## config.mk

```make
export PLATFORM = sky130hd
export DESIGN_NAME = addr_map_remap
export DESIGN_NICKNAME = d
export VERILOG_FILES = /design/src/rtl/addr_map_remap.sv
export SDC_FILE = /design/constraint.sdc
export NUM_CORES = 1
export LEC_CHECK = 0
export BUFFER_PORTS_ARGS = -buffer_cell sky130_fd_sc_hd__buf_2
export CORE_MARGIN = 2
export CORE_UTILIZATION = 39
export DETAILED_ROUTE_END_ITERATION = 10
export GPL_TIMING_DRIVEN = 0
export HOLD_SLACK_MARGIN = 0.05
export PLACE_DENSITY_LB_ADDON = 0.05
export SLEW_MARGIN = 0
export SYNTH_ARGS = -nofsm -noshare
export SYNTH_HDL_FRONTEND = slang
export SYNTH_SLANG_ARGS = --single-unit
```

## constraint.sdc

```tcl
create_clock -name clk -period 2.1 [get_ports clk]
set_input_delay 0.42 -clock clk [delete_from_list [all_inputs] [get_ports clk]]
set_output_delay 0.42 -clock clk [all_outputs]
set_load 0.02 [all_outputs]
```

## src/rtl/addr_map_remap.sv

```systemverilog
module addr_map_remap #(
  parameter int CS_COUNT   = 8,
  parameter int SLOT_SHIFT = 14,
  parameter int AIC_SHIFT  = 12
) (
  input  logic                     clk,
  input  logic                     rst_n,
  input  logic                     req_valid,
  input  logic [31:0]              req_addr,
  input  logic [1:0]               req_size,
  input  logic                     boot_sel,
  input  logic                     remap_cmd,
  output logic                     sel_mem,
  output logic                     sel_ext,
  output logic                     sel_per,
  output logic                     cs_pri,
  output logic                     cs_xsram,
  output logic [CS_COUNT-1:0]      ext_cs,
  output logic [21-SLOT_SHIFT:0]   per_slot,
  output logic                     per_aic,
  output logic [31:0]              out_addr,
  output logic [1:0]               out_size,
  output logic                     abort,
  output logic                     remap_on
);
  localparam logic [11:0] EXT_BASE_MB = 12'd4;

  logic        valid_q, boot_q, remap_q;
  logic [31:0] addr_q;
  logic [1:0]  size_q;

  always_ff @(posedge clk or negedge rst_n) begin
    if (!rst_n) begin
      valid_q <= 1'b0;
      addr_q  <= '0;
      size_q  <= '0;
      remap_q <= 1'b0;
    end else begin
      valid_q <= req_valid;
      addr_q  <= req_addr;
      size_q  <= req_size;
      if (remap_cmd) remap_q <= 1'b1;
    end
  end

  always_ff @(posedge clk) begin
    if (!rst_n) boot_q <= boot_sel;
  end

  logic        in_mem, in_per, in_ext, boot_ext, ext_hit, cs_allow;
  logic [1:0]  mslot;
  logic [11:0] mb_off;

  assign in_mem   = (addr_q[31:22] == '0);
  assign in_per   = &addr_q[31:22];
  assign in_ext   = !in_mem && !in_per;
  assign mslot    = addr_q[21:20];
  assign boot_ext = in_mem && (mslot == 2'd0) && !remap_q && !boot_q;
  assign mb_off   = addr_q[31:20] - EXT_BASE_MB;
  assign ext_hit  = in_ext && (mb_off < 12'(CS_COUNT));
  assign cs_allow = remap_q || (mb_off == '0);

  assign sel_mem  = valid_q && in_mem && !boot_ext;
  assign sel_ext  = valid_q && (in_ext || boot_ext);
  assign sel_per  = valid_q && in_per;
  assign cs_pri   = valid_q && in_mem && ((mslot == 2'd3) || (mslot == 2'd0 && remap_q));
  assign cs_xsram = valid_q && in_mem &&
                    ((mslot == 2'd1) || (mslot == 2'd0 && !remap_q && boot_q));

  for (genvar i = 0; i < CS_COUNT; i++) begin : g_cs
    if (i == 0) begin : g_first
      assign ext_cs[i] = valid_q && ((ext_hit && mb_off == '0) || boot_ext);
    end else begin : g_rest
      assign ext_cs[i] = valid_q && ext_hit && cs_allow && (mb_off == 12'(i));
    end
  end

  assign abort    = valid_q && in_ext && !(ext_hit && cs_allow);
  assign per_slot = sel_per ? addr_q[21:SLOT_SHIFT] : '0;
  assign per_aic  = sel_per && (&addr_q[21:AIC_SHIFT]);
  assign out_addr = in_per ? {addr_q[31:2], 2'b00} : addr_q;
  assign out_size = in_per ? 2'd2 : size_q;
  assign remap_on = remap_q;
endmodule


```

Yosys cells after proc, flatten, opt, wreduce, memory -nomap -nowiden
Index checks and enable logic that the tools add are counted.
Storage, ports and cells
  flip-flop bits (word level): 37
  bits of input ports: 39
  output and inout port bits: 58
  word-level logic and storage cells: 64
Operators by class
  add/sub/neg operators: 1
  order comparisons: 1
  equality and inequality tests: 9
  multiplexer cells: 3
  reduce and logical (&&, ||, !) cells: 45
Operators by type and width (number)
  12-bit by 3-bit == test with 1-bit output (second input constant): 4
  1-bit logical AND: 29
  12-bit by 2-bit == test with 1-bit output (second input constant): 2
  10-bit AND reduction: 2
  12-bit by 1-bit == test with 1-bit output (second input constant): 1
  12-bit logical NOT: 1
  12-bit by 4-bit < comparator with 1-bit output (second input constant): 1
  12-bit by 3-bit subtractor with 12-bit output (second input constant): 1
  10-bit logical NOT: 1
  8-bit 2-to-1 mux: 1
  1-bit logical NOT: 6
  1-bit logical OR: 5
  2-bit 2-to-1 mux: 2
  2-bit by 1-bit == test with 1-bit output (second input constant): 1
  2-bit == test (second input constant): 1
  2-bit logical NOT: 1

Longest topological paths before layout
  depth after elaboration: 7
  gate-level depth with buffers: 6
  mapped depth without buffers: 6

Least setup slack after synthesis
Ideal clock, no wire load.
  path type: register to output
  start point: register addr_q[22]
  end point: output ext_cs[3]
  arrival time: 1.854 ns
  required time: 1.680 ns
  slack: -0.174 ns
  stages on the path, launching flop included: 7
  path buffers: 0
  cells stage by stage: dfrtp_1 inv_1 ha_1 or3b_4 nand4_1 or2_2 nor3_1
On the way
  word-level cells in the longest chain between the ends: 7
RTL lines
  from (decl): RTL line 29  | logic [31:0] addr_q;
  from (signal assigned): RTL line 40  | addr_q <= req_addr;
  parallel branches: the longest is 6 deep, another holds 12-bit by 3-bit subtractor with 12-bit output
  1-bit logical AND *: RTL line 74  | assign ext_cs[i] = valid_q && ext_hit && cs_allow && (mb_off == 12'(i));
  to (decl): RTL line 18  | output logic [CS_COUNT-1:0] ext_cs,
Every way passes the cells marked *.

Final worst setup path
  start point: register addr_q[22]
  end point: output ext_cs[0]
On the way
  word-level cells in the longest chain between the ends: 7
RTL lines
  parallel branches: the longest is 5 deep, another holds 12-bit by 3-bit subtractor with 12-bit output
  1-bit logical OR *: RTL line 72  | assign ext_cs[i] = valid_q && ((ext_hit && mb_off == '0) || boot_ext);
  1-bit logical AND *: RTL line 72
Marks and branches as above.

==> run metrics <==
placed cell area 2270 um2; vias in the first global route 1399; required time at the worst-slack endpoint 1680 ps; cell count after synthesis 138; Post-Synth Adder-Cell Area 3.69%; remaining routing DRC violations 0; Critical Path Source addr_q[22]$_DFF_PN0_; max-capacitance violation count 0; residual overflow from global routing 0; Critical Path End Type primary output; post-synthesis sequential element count 37; result of the run complete, but fails checks; Placer Congestion 0.701; final worst clock skew 0 ps; sequential-to-total area share from yosys stat 54.9%; number of hold buffers added after CTS 0; number of distinct library cell variants in the gate-level netlist after synthesis 30; core box area 4090 um2; capture point of the worst reg-to-reg path remap_on$_DFFE_PN0P_; wire length of the first global-routing pass 6.29 mm; Min Clock Period, post-route 2500 ps; Slew Limit Fails 0; fraction of the mapped netlist area in simple logic gates 22.7%; worst-case vdd ir drop 570 uV; Power Dens Cells 621 nW/um2; crit path to ext_cs[0]; clock transition at the registers of the reported paths 80 ps; PortBufs 96; unrepaired setup endpoints after global routing yes; number of nets in the layout 296; Hold Path Class input pin to async pin; share of layout cells above drive strength 1 68.4%; average routed wire per standard cell 12.4 um; combined area of all synthesized cells 1700 um2; library cell with the largest summed area after synthesis sky130_fd_sc_hd__dfrtp_1; Compound-Gate Fraction of Synth Area 3.91%; largest family of logic cells by synthesized area simple AND/OR/NAND/NOR gates; finished layout cell area 2630 um2; arrival time reported for the critical path endpoint 2080 ps; Post-Synthesis Net Count 182; Antenna Nets Post-Route 0; overall track demand over capacity in global routing 16.3%; clock tree from TritonCTS done; die area 4890 um2; Max Buffers Root-to-Sink 2; final setup vio count 26; endpoints failing hold 0; starting density of the core 41.5%; post-synthesis mux area share 0%; total wire length 3.76 mm; number of buffers inserted during clock tree synthesis 5; fraction of the cycle the final worst path needs 119%; peak fanout along the critical path 4; pin count of the biggest net entering global routing 38; number of antenna repair diodes 0; critical register-to-register path startpoint remap_on$_DFFE_PN0P_; worst relative slew slack 48.9%; total via count in the routed design 1339; chip width 69.9 um; relative area change from synthesis to final layout 55.3%; Synthesis Warnings 0; setup TNS after final layout -5780 ps; fraction of synthesized cell area in xor and xnor cells 0%; mean instance size in the synthesized netlist 12.3 um2; worst reg2reg setup slack 1220 ps; top-level I/O count 97; Worst Tran Pin Value 767 ps; post-DR vias/cell 4.42; violations in the final reports negative setup slack; Reg2Reg Depth 1; worst setup path category register to primary output; Max Freq 0.399 GHz; antenna violations before repair 0; insertion delay to the later sink of the worst-skew pair 270 ps; H-tree levels 2; worst setup margin -405 ps; Root Driver sky130_fd_sc_hd__clkbuf_8; share of the synthesized area in the top cell type 53.1%; number of clock sinks 37; placement row count 23; leakage power 1.37 nW; kind of start point of the critical path register; initial DRC count 61; first-pass detailed-route iteration total 4; Area contributors post-synth sky130_fd_sc_hd__dfrtp_1 53%, sky130_fd_sc_hd__buf_4 13%, sky130_fd_sc_hd__ha_1 3.7%; vertical die dimension 69.9 um; count of fill cells added during filler insertion 340; HPWL after detailed placement 2.89 mm
-- worst min-delay path by stage --
stage / depth (start not counted) / slack, ps / to / startpoint
after floorplan: 0 / 120 / addr_q[0]$_DFF_PN0_ / rst_n
after global placement: 1 / 520 / addr_q[6]$_DFF_PN0_ / rst_n
after detailed placement: 1 / 530 / addr_q[10]$_DFF_PN0_ / rst_n
after CTS: 1 / 220 / addr_q[29]$_DFF_PN0_ / rst_n
after global routing: 1 / 220 / addr_q[2]$_DFF_PN0_ / req_addr[2]
final: 1 / 200 / addr_q[10]$_DFF_PN0_ / rst_n
-- flip-flops by register name, indices dropped and copies added (netlist names) --
name / count
addr_q: 32
boot_q: 1
remap_on: 1
size_q: 2
valid_q: 1
-- Yosys cell counts --
cell                        n
sky130_fd_sc_hd__o22ai_2    1
sky130_fd_sc_hd__o21ai_0    2
sky130_fd_sc_hd__nor4_4     2
sky130_fd_sc_hd__nor3_1     4
sky130_fd_sc_hd__nand2_2    2
sky130_fd_sc_hd__ha_1       5
sky130_fd_sc_hd__nor4b_4    1
sky130_fd_sc_hd__nor2_1     4
sky130_fd_sc_hd__nand4_1    3
sky130_fd_sc_hd__nand3_1    2
sky130_fd_sc_hd__and3b_2    1
sky130_fd_sc_hd__a31oi_4    1
sky130_fd_sc_hd__dfrtp_1   36
sky130_fd_sc_hd__edfxtp_1   1
sky130_fd_sc_hd__and2_1     9
sky130_fd_sc_hd__nand2_1    4
sky130_fd_sc_hd__nor4_1     2
sky130_fd_sc_hd__and3b_1    4
sky130_fd_sc_hd__nor4b_2    1
sky130_fd_sc_hd__or3b_4     1
sky130_fd_sc_hd__inv_1      7
sky130_fd_sc_hd__nor3_2     1
sky130_fd_sc_hd__a211oi_1   1
sky130_fd_sc_hd__or3_2      1
sky130_fd_sc_hd__a21oi_1    3
sky130_fd_sc_hd__nor2b_1    4
sky130_fd_sc_hd__nor4_2     1
sky130_fd_sc_hd__nand4_2    1
sky130_fd_sc_hd__buf_4     30
sky130_fd_sc_hd__or2_2      3
-- per-stage QoR --
stage / util [%] / total power [W] / hold slack [ps] / instances / setup slack (ps)
4_1_cts: 62.7 / 0.00165 / 222 / 301 / -446
3_3_place_gp: 55.7 / 0.00100 / 524 / 284 / -215
2_1_floorplan: - / 0.000915 / 124 / 138 / -137
3_5_place_dp: 55.7 / 0.00101 / 529 / 284 / -259
5_1_grt: 64.4 / 0.00171 / 215 / 303 / -514
6_report: 64.4 / 0.00164 / 204 / 303 / -405
-- where the power goes --
| group | internal [W] | total [W] | switching, W |
|---|---|---|---|
| Clock | 0.000387 | 0.000622 | 0.000235 |
| Sequential | 0.000751 | 0.000780 | 0.0000287 |
| Combinational | 0.000114 | 0.000234 | 0.000120 |
| Total | 0.00125 | 0.00164 | 0.000383 |
-- layout make-up --
cell class	count	area (um2)	area share, %
buffer	30	225	8.56
tap	50	62.6	2.38
sequential	37	931	35.4
multi-input combinational	64	616	23.4
timing repair buffer	107	656	24.9
clock inverter	1	30.0	1.14
inverter	7	26.3	0.998
clock buffer	7	86.3	3.28
-- timing repair --
| action | in CTS | in global routing |
|---|---|---|
| cloned | 0 | 0 |
| pin swaps | 7 | 6 |
| endpoints found under the setup margin | 27 | 27 |
| gates resized for setup | 32 | 13 |
| buffers inserted | 9 | 2 |
-- critical path, stage by stage (launching register included) --
cell and delay [ps]:
sky130_fd_sc_hd__dfrtp_1 400, sky130_fd_sc_hd__inv_2 100, sky130_fd_sc_hd__ha_4 130, sky130_fd_sc_hd__or3b_4 400
sky130_fd_sc_hd__nor4b_4 270, sky130_fd_sc_hd__nand2_2 180, sky130_fd_sc_hd__o22ai_4 180, sky130_fd_sc_hd__buf_6 140
-- routing by layer --
metal  GRT usage, %  wire length, um  vias to the layer above
met1           17.1             1340                      623
met3           7.79              349                        2
met2           28.4             2050                       52
met5              0                0                        -
li1               -                -                      662
met4           5.56               21                        0
-- placed cells by master (no fill, tap or decap), drive strengths merged --
cell / n
or3: 1
bufinv: 1
and3b: 5
clkbuf: 7
a31oi: 1
nor3: 5
o22ai: 1
and2: 9
nor4: 5
nor4b: 2
nand3: 2
edfxtp: 1
nor2: 4
buf: 137
a21oi: 3
o21ai: 2
nor2b: 4
or3b: 1
nand4: 4
dfrtp: 36
a211oi: 1
ha: 5
nand2: 6
inv: 7
or2: 3
-- kinds of logic after synthesis --
| group | after synthesis |
|---|---|
| AO/OA/AOI/OAI | 8 |
| adder cells (fa/ha/maj) | 5 |
| buffers and inverters | 37 |
| flip-flops | 37 |
| AND/OR/NAND/NOR | 51 |
Power figures use the tool's default switching activity.
